===== config.mk =====
export PLATFORM = sky130hd
export DESIGN_NAME = adm_frame_gate
export DESIGN_NICKNAME = d
export VERILOG_FILES = /design/src/rtl/adm_pkg.sv /design/src/rtl/adm_space_tracker.sv /design/src/rtl/adm_res_meter.sv /design/src/rtl/adm_desc_fifo.sv /design/src/rtl/adm_frame_gate.sv
export SDC_FILE = /design/constraint.sdc
export NUM_CORES = 1
export LEC_CHECK = 0
export ABC_AREA = 1
export BUFFER_PORTS_ARGS = -buffer_cell sky130_fd_sc_hd__buf_2
export CAP_MARGIN = 20
export CORE_MARGIN = 2
export CORE_UTILIZATION = 56
export CTS_CLUSTER_SIZE = 8
export DETAILED_ROUTE_END_ITERATION = 8
export GPL_TIMING_DRIVEN = 0
export PLACE_DENSITY = 0.72
export SLEW_MARGIN = 20
export SYNTH_ARGS = -nofsm -noshare
export SYNTH_HDL_FRONTEND = slang
export SYNTH_HIERARCHICAL = 1
export SYNTH_SLANG_ARGS = --single-unit

===== constraint.sdc =====
create_clock -name clk -period 9.1 [get_ports clk]
set_input_delay 1.82 -clock clk [delete_from_list [all_inputs] [get_ports clk]]
set_output_delay 1.82 -clock clk [all_outputs]
set_load 0.1 [all_outputs]

===== src/rtl/adm_pkg.sv =====
package adm_pkg;
   localparam int TS_W  = 64;
   localparam int NUM_W = 32;
   typedef logic [TS_W-1:0]  stamp_t;
   typedef logic [NUM_W-1:0] fnum_t;
endpackage


===== src/rtl/adm_space_tracker.sv =====
module adm_space_tracker #(
   parameter int CAP_WORDS = 64,
   parameter int FREE_W    = $clog2(CAP_WORDS + 1)
) (
   input  logic              clk,
   input  logic              rst_n,
   input  logic              wr_pulse,
   input  logic              rd_pulse,
   output logic [FREE_W-1:0] free_w
);
   localparam logic [FREE_W-1:0] CAP_V = FREE_W'(CAP_WORDS);

   always_ff @(posedge clk or negedge rst_n) begin
      if (!rst_n) free_w <= CAP_V;
      else        free_w <= free_w - FREE_W'(wr_pulse) + FREE_W'(rd_pulse);
   end


   no_overflow_chk: assert property (@(posedge clk) disable iff (!rst_n)
      free_w <= CAP_V);
endmodule


===== src/rtl/adm_res_meter.sv =====
module adm_res_meter #(
   parameter int X_W = 12,
   parameter int Y_W = 12,
   parameter int S_W = 24
) (
   input  logic           clk,
   input  logic           rst_n,
   input  logic           frame_rise,
   input  logic           in_frame,
   input  logic           pix,
   input  logic           line_act,
   output logic [X_W-1:0] width_now,
   output logic [Y_W-1:0] height_now,
   output logic [S_W-1:0] words_now
);
   logic           line_q;
   logic [X_W-1:0] cur_w, width_q;
   logic [Y_W-1:0] lines_q;
   logic [S_W-1:0] words_q;
   logic           line_end;

   assign line_end = line_q & ~line_act & in_frame;

   always_ff @(posedge clk or negedge rst_n) begin
      if (!rst_n) begin
         line_q  <= 1'b0;
         cur_w   <= '0;
         width_q <= '0;
         lines_q <= '0;
         words_q <= '0;
      end else begin
         line_q <= line_act;
         if (frame_rise) begin
            cur_w   <= X_W'(pix);
            width_q <= '0;
            lines_q <= '0;
            words_q <= S_W'(pix);
         end else begin
            words_q <= words_q + S_W'(pix);
            cur_w   <= line_end ? '0 : cur_w + X_W'(pix);
            if (line_end) begin
               width_q <= cur_w;
               lines_q <= lines_q + 1'b1;
            end
         end
      end
   end

   // values as they stand including a line closing in this cycle
   assign width_now  = line_end ? cur_w : width_q;
   assign height_now = lines_q + Y_W'(line_end);
   assign words_now  = words_q;
endmodule


===== src/rtl/adm_desc_fifo.sv =====
module adm_desc_fifo #(
   parameter int DW    = 8,
   parameter int DEPTH = 4
) (
   input  logic          clk,
   input  logic          rst_n,
   input  logic          push,
   input  logic [DW-1:0] push_data,
   input  logic          pop,
   output logic          full,
   output logic          not_empty,
   output logic [DW-1:0] head
);
   localparam int CW = $clog2(DEPTH + 1);
   logic [CW-1:0] count;

   always_ff @(posedge clk or negedge rst_n) begin
      if (!rst_n) count <= '0;
      else        count <= count + CW'(push) - CW'(pop & not_empty);
   end

   assign full      = (count == CW'(DEPTH));
   assign not_empty = (count != '0);

   generate
      if (DEPTH == 1) begin : g_single
         logic [DW-1:0] slot;
         always_ff @(posedge clk or negedge rst_n) begin
            if (!rst_n)    slot <= '0;
            else if (push) slot <= push_data;
         end
         assign head = slot;
      end else begin : g_ring
         localparam int PW = $clog2(DEPTH);
         logic [DW-1:0] mem [DEPTH];
         logic [PW-1:0] wp, rp;
         always_ff @(posedge clk or negedge rst_n) begin
            if (!rst_n) begin
               wp <= '0;
               rp <= '0;
            end else begin
               if (push) wp <= (wp == PW'(DEPTH-1)) ? '0 : wp + 1'b1;
               if (pop && not_empty) rp <= (rp == PW'(DEPTH-1)) ? '0 : rp + 1'b1;
            end
         end
         always_ff @(posedge clk) begin
            if (push) mem[wp] <= push_data;
         end
         assign head = mem[rp];
      end
   endgenerate


   push_when_full_chk: assert property (@(posedge clk) disable iff (!rst_n)
      push |-> !full);
endmodule


===== src/rtl/adm_frame_gate.sv =====
module adm_frame_gate
   import adm_pkg::*;
#(
   parameter int CAP_WORDS  = 1 << 20,
   parameter int MAX_WIDTH  = 4095,
   parameter int MAX_LINES  = 4095,
   parameter int DESC_DEPTH = 4,
   parameter int PIX_W      = 16,
   parameter int META_W     = 16,
   localparam int FREE_W    = $clog2(CAP_WORDS + 1),
   localparam int X_W       = $clog2(MAX_WIDTH + 1),
   localparam int Y_W       = $clog2(MAX_LINES + 1),
   localparam int S_W       = X_W + Y_W
) (
   input  logic              clk,
   input  logic              rst_n,
   input  logic              px_valid,
   input  logic [PIX_W-1:0]  px_data,
   input  logic              frame_act,
   input  logic              line_act,
   input  logic [S_W-1:0]    cfg_first_size,
   input  logic [META_W-1:0] cfg_meta,
   input  logic              mem_wr_pulse,
   input  logic              mem_rd_pulse,
   output logic              wr_valid,
   output logic [PIX_W-1:0]  wr_data,
   output logic [FREE_W-1:0] free_words,
   output logic [31:0]       drop_count,
   output logic              desc_valid,
   input  logic              desc_pop,
   output logic [X_W-1:0]    desc_width,
   output logic [Y_W-1:0]    desc_height,
   output logic [63:0]       desc_ts,
   output logic [31:0]       desc_num,
   output logic [META_W-1:0] desc_meta
);
   localparam int CMP_W = (FREE_W > S_W) ? FREE_W : S_W;
   localparam int DW    = X_W + Y_W + TS_W + NUM_W + META_W;

   generate
      if (CAP_WORDS < 1 || DESC_DEPTH < 1 || PIX_W < 1 || META_W < 1) begin : g_bad_cfg
         $error("adm_frame_gate: parameters out of range");
      end
   endgenerate

   logic frame_q, rise, fall, pix, keep, admit_now, fit, seen_q, adm_q;
   logic [S_W-1:0]    last_q, need, words_now;
   logic [X_W-1:0]    width_now;
   logic [Y_W-1:0]    height_now;
   stamp_t            ts_q, ts_lat;
   fnum_t             fnum_q, num_lat;
   logic [META_W-1:0] meta_lat;
   logic              d_full, push;
   logic [DW-1:0]     d_head;

   assign rise = frame_act & ~frame_q;
   assign fall = ~frame_act & frame_q;
   assign pix  = px_valid & frame_act & line_act;

   adm_space_tracker #(.CAP_WORDS(CAP_WORDS), .FREE_W(FREE_W)) u_space (
      .clk(clk), .rst_n(rst_n), .wr_pulse(mem_wr_pulse),
      .rd_pulse(mem_rd_pulse), .free_w(free_words));

   adm_res_meter #(.X_W(X_W), .Y_W(Y_W), .S_W(S_W)) u_meter (
      .clk(clk), .rst_n(rst_n), .frame_rise(rise),
      .in_frame(frame_act | frame_q), .pix(pix), .line_act(line_act),
      .width_now(width_now), .height_now(height_now), .words_now(words_now));

   // fit test: last measured frame size, or the configured size before any frame
   assign need      = seen_q ? last_q : cfg_first_size;
   assign fit       = CMP_W'(free_words) >= CMP_W'(need);
   assign admit_now = fit & ~d_full;
   assign keep      = rise ? admit_now : adm_q;
   assign push      = fall & adm_q;

   always_ff @(posedge clk or negedge rst_n) begin
      if (!rst_n) begin
         frame_q    <= 1'b0;
         adm_q      <= 1'b0;
         seen_q     <= 1'b0;
         last_q     <= '0;
         ts_q       <= '0;
         ts_lat     <= '0;
         fnum_q     <= '0;
         num_lat    <= '0;
         meta_lat   <= '0;
         drop_count <= '0;
         wr_valid   <= 1'b0;
         wr_data    <= '0;
      end else begin
         frame_q  <= frame_act;
         ts_q     <= ts_q + 1'b1;
         wr_valid <= pix & keep;
         wr_data  <= px_data;
         if (rise) begin
            adm_q    <= admit_now;
            ts_lat   <= ts_q;
            meta_lat <= cfg_meta;
            num_lat  <= fnum_q;
            if (admit_now) fnum_q     <= fnum_q + 1'b1;
            else           drop_count <= drop_count + 1'b1;
         end else if (fall) begin
            adm_q  <= 1'b0;
            last_q <= words_now;
            seen_q <= 1'b1;
         end
      end
   end

   adm_desc_fifo #(.DW(DW), .DEPTH(DESC_DEPTH)) u_desc (
      .clk(clk), .rst_n(rst_n), .push(push),
      .push_data({width_now, height_now, ts_lat, num_lat, meta_lat}),
      .pop(desc_pop), .full(d_full), .not_empty(desc_valid), .head(d_head));

   assign {desc_width, desc_height, desc_ts, desc_num, desc_meta} = d_head;


   strip_chk: assert property (@(posedge clk) disable iff (!rst_n)
      wr_valid |-> $past(line_act && frame_act));

   one_outcome_chk: assert property (@(posedge clk) disable iff (!rst_n)
      (drop_count != $past(drop_count)) |-> (fnum_q == $past(fnum_q)));

   stamp_order_chk: assert property (@(posedge clk) disable iff (!rst_n)
      push |-> (ts_lat < ts_q));
endmodule


## After elaboration in Yosys (flattened, before gate mapping)

Memories as Yosys holds them, arrays and structs flattened.
Index checks and enable logic that the tools add are counted.

| word-level totals | value |
|---|---|
| output and inout port bits | 207 |
| memories kept | 1 |
| memory bits (writable) | 544 |
| register bits | 373 |

| operators by class | value |
|---|---|
| $add $sub $neg | 13 |
| reductions and logical operators | 7 |
| muxes and demuxes | 15 |
| bitwise logic cells | 17 |
| magnitude comparators | 1 |
| eq/ne operators | 3 |

Memory list:

| memory | words | bits a word | read ports | clocked after Yosys merged registers in | wr ports | line | source |
|---|---|---|---|---|---|---|---|
| u_desc.g_ring.mem | 4 | 136 | 1 | 0 | 1 | adm_desc_fifo.sv:35 | `logic [DW-1:0] mem [DEPTH];` |

Operators with widths:

| operator | count |
|---|---|
| $mux 12 | 6 |
| $add 32x1->32 const B | 2 |
| $add 64x1->64 const B | 1 |
| $mux 24 | 2 |
| $add 12x1->12 | 2 |
| $add 24x1->24 | 1 |
| $ge 21x24->1 | 1 |
| $add 21x1->21 | 1 |
| $sub 21x1->21 | 1 |
| $add 12x1->12 const B | 1 |
| $and 1x1->1 | 10 |
| $not 1->1 | 6 |
| $reduce_and 2->1 | 3 |
| $mux 1 | 5 |
| $add 2x1->2 const B | 2 |
| $eq 2x2->1 const B | 2 |
| $mux 2 | 2 |
| $reduce_bool 2->1 | 2 |
| $add 3x1->3 | 1 |
| $eq 3x3->1 const B | 1 |
| $reduce_bool 3->1 | 1 |
| $sub 3x3->3 | 1 |
| $logic_and 1x1->1 | 1 |
| $or 1x1->1 | 1 |

## Longest topological paths before layout

Gate-level depths: netlist (run 1).

| depth | value |
|---|---|
| depth after elaboration | 5 |
| gate-level depth with buffers | 18 |
| depth with buffers taken out | 16 |

## By module

Netlist (run 1), hierarchy kept.

Modules (own cells, without submodules):

| module | instances | sequential area each (um^2) | cells an instance | area an instance (um^2) |
|---|---|---|---|---|
| adm_desc_fifo | 1 | 16510.8 | 1640 | 22180.0 |
| adm_frame_gate | 1 | 7106.8 | 1790 | 14186.1 |
| adm_res_meter | 1 | 1526.5 | 430 | 3323.2 |
| adm_space_tracker | 1 | 526.8 | 303 | 1925.6 |

## Worst setup path before layout (run 1)

Ideal clock, no wire load.

| timing | value |
|---|---|
| path type | in2reg |
| start point | input frame_act |
| end point | memory u_desc/g_ring.mem[0][0] in the netlist's numbering, enable pin |
| buffers on the path | 0 |
| slack | 3662 ps |
| setup time | 489 ps |
| stages | 6 |
| data arrival time | 4948 ps |
| cell sequence | inv_1 ha_1 nand2_1 inv_1 nand2_1 inv_1 |

| on the way | value |
|---|---|
| cells in the longest elaborated chain, start to end | 5 |

RTL lines:

| item | line | source |
|---|---|---|
| from (decl) | adm_frame_gate.sv:19 | `input logic frame_act,` |
| $not 1->1 | adm_frame_gate.sv:57 | `assign fall = ~frame_act & frame_q;` |
| $and 1x1->1 | adm_frame_gate.sv:57 |  |
| $and 1x1->1 | adm_frame_gate.sv:74 | `assign push = fall & adm_q;` |
| via push | adm_frame_gate.sv:53 | `logic d_full, push;` |
| $mux 1 | adm_desc_fifo.sv:47 | `if (push) mem[wp] <= push_data;` |
| $mux 1 (implied by the code) | adm_desc_fifo.sv:47 |  |
| to (decl) | adm_desc_fifo.sv:35 |  |

The timed path passes the listed nets, and every way through them passes these cells.

## Final worst setup path (run 1)

| timing | value |
|---|---|
| start point | register u_desc.g_ring.rp[1] |
| end point | output desc_meta[7] |

| on the way | value |
|---|---|
| cells in the longest elaborated chain, start to end | 1 |

RTL lines:

| item | line | source |
|---|---|---|
| from (decl) | adm_desc_fifo.sv:36 | `logic [PW-1:0] wp, rp;` |
| from (signal assigned) | adm_desc_fifo.sv:43 | `if (pop && not_empty) rp <= (rp == PW'(DEPTH-1)) ? '0 : rp + 1'b1;` |
| $mem_v2 4x136 | - |  |
| to (decl) | adm_frame_gate.sv:35 | `output logic [META_W-1:0] desc_meta` |

Every way passes these cells.

==> impl_metrics.toml, run 1 <==
[outcome]
status = "completed"

[synth]
ys.flop_type = "edfxtp_1"
syn-num-nets = 4292
yosysTopAreaCell = "edfxtp_1"
synth_top_area_share_pct = 39.3
syn_inst = 4163
synth_edf_count = 544
async_flop_share_pct = 40.7
synthMostInstantiatedCell = "nand2_1"
synth_warnings = 6
ys_seq_elements = 917
synth_area_mm2 = 0.0416
synth_common_cells = "nand2_1, inv_1, edfxtp_1, dfrtp_1, o211ai_1"
avgSynthCellArea_um2 = 10.0
yosysSeqAreaShare_pct = 61.7
ys_types = 44
yosys-top-cells-area = "edfxtp_1, dfrtp_1, nand2_1"

[setup_path]
cp_slowest_cell = "clkbuf_1"
crit_fanout = 10
r2r-start = "frame_q"
cp-start-kind = "register"
reg2reg_to = "meta_lat[8]"
worstSetupPathType = "register to output pin"
worst_setup_path_end_kind = "output pin"
crit_chain = "inv_2 -> clkbuf_1 -> o211ai_1 -> nand2_1 -> buf_2"
rrSetupSlack_ps = 5870
r2r_cells = 8
worstPathRequired_ps = 7280
critical-path-max-stage-delay_ps = 650
startpoint = "u_desc/g_ring.rp[1]"
worstPathArrival_ps = 2970
worstSetupEndpoint = "desc_meta[7]"

[drt]
totalWireLength_um = 106000
dr_total_vias = 30450
drc = 0
via_per_inst = 5.40
drtIter0Drc = 2657
top_layer = "met4"
wl_met2_um = 51300
postRouteAntennaNets = 0
drt-pass1-iter-count = 8
route.met3.wl_um = 6880
wl_met1_um = 45400
post_drt_wl_per_cell_um = 18.9

[final_layout]
final_cell_count_no_fill = 5635
antenna-diode-count = 0
syn2layout_area_growth_pct = 16.2
regArea_mm2 = 0.0257
fin_nets = 4706
fin_util_pct = 66.1
multiInputGateArea_mm2 = 0.0128
fillers = 5726
layout-drive-gt1-share_pct = 12.8

[clock_tree]
cts_buffers = 133
cts_tree = "built"
htreeDepth = 4
postCtsSetupRepairBufs = 0
postCtsHoldBufs = 0
cts_root_buf = "clkbuf_16"
clock_latency_ps = 700
clock-sinks = 917
clk_pin_slew_ps = 50
cts_resized = 0
clockBufferDepth = 3

[global_routing]
grtUsageTotal_pct = 28.0
overflow = 0
grt_pass1_vias = 29844
grt_antenna_before_repair = 1
grt_max_degree = 93
grt_pass1_wl_um = 166000

[power]
power_leakage_nw = 21.5
vdd_drop_max_mv = 0.498
power_mw = 17.1
power_density_mw_per_mm2 = 353

[die]
die_w_um = 277
rows = 99
ios = 271
chipHeight_um = 277
start_util_pct = 56.8
core_area_mm2 = 0.0732
design.die.area_mm2 = 0.0765

[sta]
clock_skew_ps = 26.4
maxSlewViolCount = 0
hold_violations = 0
setup_ws_ps = 4310
final.period_utilization_pct = 52.6
relSlewSlack_pct = 20.5
clock.fmax_mhz = 209
rsz0062_at_grt = "no"
setup_viol = 0
worst_slew_pin_slew_ps = 1190
fin_crit_ps = 4790
finalSetupTns_ps = 0

[hold_path]
hp-class = "register to register"

[place]
place_hpwl_um = 71200
portBuffers = 270
dp_cells = 5401
post-place-ws_ps = 4070
routabilityCongestion = 0.954

[flow_run]
cap_viol_max_count = 0
-- state kept, by name, summed over array words and instances, names as in the netlist, 2 cells and up --
name	flops
u_desc/count	3
ts_lat	64
num_lat	32
meta_lat	16
ts_q	64
u_desc/g_ring.mem	544
drop_count	32
u_meter/lines_q	12
u_meter/width_q	12
u_desc/g_ring.rp	2
last_q	24
fnum_q	32
u_meter/words_now	24
u_space/free_w	21
u_meter/cur_w	12
wr_data	16
u_desc/g_ring.wp	2
-- metrics by stage --
| step | hold WS (ps) | cell area, µm² |
|---|---|---|
| after floorplan | 441 | 41600 |
| after global placement | 453 | 44200 |
| after detailed placement | 459 | 44500 |
| after CTS | 468 | 48400 |
| after global routing | 490 | 48400 |
| final | 468 | 48400 |
-- layout make-up --
cell class	count	area share [%]
Multi-Input combinational cell	2540	26.4
Timing Repair Buffer	279	3.33
Inverter	552	4.35
Clock buffer	225	7.83
Tap cell	959	2.48
Clock inverter	9	0.269
Buffer	154	2.28
Sequential cell	917	53.1
-- worst max-delay path, delay by kind of cell (launching register included) --
family,cells,cell delay (ps)
DFF,1,410
AOI/OAI and AO/OA,1,180
buffers and inverters,3,1500
and+or+nand+nor,1,180
-- worst min path at each step --
stage / from / endpoint / slack, ps / cells after the start
final: ts_q[63] / ts_q[63] / 470 / 1
after global routing: ts_q[49] / ts_q[49] / 490 / 2
after CTS: ts_q[63] / ts_q[63] / 470 / 1
after detailed placement: ts_q[63] / ts_q[63] / 460 / 1
after global placement: ts_q[49] / ts_q[49] / 450 / 2
after floorplan: ts_q[63] / ts_q[63] / 440 / 1
-- metal layers --
layer  vias up  track usage [%]
li1      14544                -
met1     14741             38.4
met2       978             46.3
met3       187             4.22
met4         0             9.04
met5         -                0
-- where the power goes --
group	leakage (nW)	switching (mW)	internal, mW
Sequential	10.3	0.153	4.60
Combinational	9.25	6.23	1.52
Clock	1.87	1.75	2.82
Total	21.5	8.13	8.95
-- kinds of logic after synthesis --
group                      count (synthesis)  share of synthesized area [%]
AOI/OAI and AO/OA                        449                           7.09
xor gates and xnor gates                 131                           2.76
adders and majority gates                 65                           1.99
buffers and inverters                    706                           7.62
DFF                                      917                           61.7
and+or+nand+nor                         1895                           18.9
-- cell usage in the layout, fill, tap and decap left out, types with 11 or more instances in the layout --
cell and n:
dfrtp_1 372, o21ai_1 12, nand4_1 65, nor2_2 14, buf_6 59, nand2_2 14
ha_1 63, or2_2 12, edfxtp_1 544, clkbuf_16 138, nand2_1 1314, nor2_4 11
o21ai_0 113, nor3_1 71, inv_1 541, buf_2 302, nor2_1 244, o211ai_1 272
a21oi_1 42, nand3_1 119, xnor2_1 33, nand3b_1 16, xor2_1 98, clkbuf_1 134
(Power assumes the default switching activity.)
==> run 2, diff against run 1 <==
--- a/config.mk
+++ b/config.mk
@@ -9,11 +9,11 @@
 export BUFFER_PORTS_ARGS = -buffer_cell sky130_fd_sc_hd__buf_2
 export CAP_MARGIN = 20
 export CORE_MARGIN = 2
-export CORE_UTILIZATION = 56
+export CORE_UTILIZATION = 55
 export CTS_CLUSTER_SIZE = 8
 export DETAILED_ROUTE_END_ITERATION = 8
 export GPL_TIMING_DRIVEN = 0
-export PLACE_DENSITY = 0.72
+export PLACE_DENSITY = 0.73
 export SLEW_MARGIN = 20
 export SYNTH_ARGS = -nofsm -noshare
 export SYNTH_HDL_FRONTEND = slang
==> constraint.sdc (replaced) <==
create_clock -name clk -period 4.1 [get_ports clk]
set_input_delay 0.82 -clock clk [delete_from_list [all_inputs] [get_ports clk]]
set_output_delay 0.82 -clock clk [all_outputs]
set_load 0.1 [all_outputs]
==> impl_metrics.toml, run 2 (same netlist as run 1, synthesis figures left out) <==
[outcome]
status = "completed"

[global_routing]
grt_pass1_wl_um = 167000
use_met3_pct = 4.71
grtUsageMet2_pct = 45.7
overflow = 0
grt_antenna_before_repair = 3
grt_pass1_vias = 30142
grt-busiest-layer = "met2"
grtUsageTotal_pct = 27.9
grt_max_degree = 96
grt_use_met1_pct = 37.8

[setup_path]
worstSetupPathType = "register to output pin"
reg2reg_to = "wr_valid"
rrSetupSlack_ps = 740
crit_chain = "inv_2 -> clkbuf_1 -> o211ai_1 -> nand2_1 -> buf_2"
worstPathArrival_ps = 2960
worstPathRequired_ps = 3280
cp_slowest_cell = "clkbuf_1"
r2r_cells = 6
r2r-start = "frame_q"
critical-path-max-stage-delay_ps = 580
startpoint = "u_desc/g_ring.rp[1]"
cp-start-kind = "register"
crit_fanout = 10
worst_setup_path_end_kind = "output pin"

[final_layout]
layout_commonest_cell = "nand2_1"
fin_nets = 4721
layout-drive-gt1-share_pct = 13.0
fillers = 5857
final_cell_count_no_fill = 5667
largest_reg_flops = 544
reg_top3 = "u_desc/g_ring.mem x544, ts_lat x64, ts_q x64"
fin_util_pct = 65.1
top_register = "u_desc/g_ring.mem"
final_cell_mix = "nand2_1, edfxtp_1, inv_1, dfrtp_1, buf_2"
syn2layout_area_growth_pct = 16.9

[hold_path]
min_from = "px_data[14]"
worst_hold_path.num_cells = 1
hp-class = "input port to register"
min_to = "wr_data[14]"

[sta]
worst_slew_pin_slew_ps = 1080
rsz0062_at_grt = "no"
fin_crit_ps = 3780
fin_hold_ws_ps = 204
hold_violations = 0
final.period_utilization_pct = 92.3
setup_ws_ps = 317
setup_viol = 0
relSlewSlack_pct = 27.9
clock_skew_ps = 26.1
maxSlewViolCount = 0
clock.fmax_mhz = 264

[drt]
drc = 0
postRouteAntennaNets = 0
dr_total_vias = 30766
via_per_inst = 5.43
post_drt_wl_per_cell_um = 19.0
drtIter0Drc = 2654
drt-pass1-iter-count = 8
totalWireLength_um = 108000

[clock_tree]
htreeDepth = 4
cts_tree = "built"
cts_resized = 0
clock-sinks = 917
clock_latency_ps = 720
clk_pin_slew_ps = 50
cts_root_buf = "clkbuf_16"
cts_buffers = 132
postCtsHoldBufs = 1
postCtsSetupRepairBufs = 0
clockBufferDepth = 3

[die]
core_area_mm2 = 0.0747
chipHeight_um = 279
design.die.area_mm2 = 0.0779
ios = 271
die_w_um = 279
start_util_pct = 55.7
rows = 100

[place]
routabilityCongestion = 0.963
dp_cells = 5426
post-place-ws_ps = 203
portBuffers = 270
place_hpwl_um = 73800

[power]
power_leakage_nw = 21.5
vdd_drop_max_mv = 1.33
power_mw = 38.0
power_density_mw_per_mm2 = 781

[flow_run]
cap_viol_max_count = 0
-- run 2: power breakdown --
group / switching [mW] / internal (mW)
Sequential: 0.345 / 10.2
Clock: 4.03 / 6.15
Combinational: 13.9 / 3.40
Total: 18.3 / 19.8
-- run 2: worst max-delay path: cells and delay by family (launching register included) --
family / cells / cell delay (ps)
buffers and inverters: 3 / 1410
DFF: 1 / 410
AOI/OAI and AO/OA: 1 / 230
and+or+nand+nor: 1 / 180
-- run 2: area by class of cell --
type | instances | area [µm²] | share of cell area (%)
Sequential cell | 917 | 25700 | 52.8
Multi-Input combinational cell | 2540 | 12800 | 26.3
Clock buffer | 225 | 3690 | 7.59
Inverter | 552 | 2090 | 4.29
Timing Repair Buffer | 295 | 1890 | 3.88
Tap cell | 969 | 1210 | 2.49
Buffer | 154 | 1100 | 2.26
Clock inverter | 13 | 224 | 0.460
Antenna cell | 2 | 5.00 | 0.0103
-- run 2: worst max-delay path by stage --
stage,cells past startpoint,endpoint
final,5,desc_meta[9]
after floorplan,6,u_desc/g_ring.mem[3][0]
after CTS,5,desc_meta[9]
after global routing,5,desc_meta[9]
after detailed placement,6,wr_valid
after global placement,1,ts_lat[27]
-- run 2: stage by stage --
step	setup TNS, ps	instance area [µm²]
after floorplan	0	41600
after CTS	0	48700
after detailed placement	0	44700
final	0	48700
after global placement	-2913750	44200
after global routing	0	48700
-- run 2: per-layer routing --
metal	vias to the layer above	part of all wire, %
met5	-	0
met4	0	3.3
met3	203	7.0
met2	1113	48
met1	14870	42
li1	14580	-
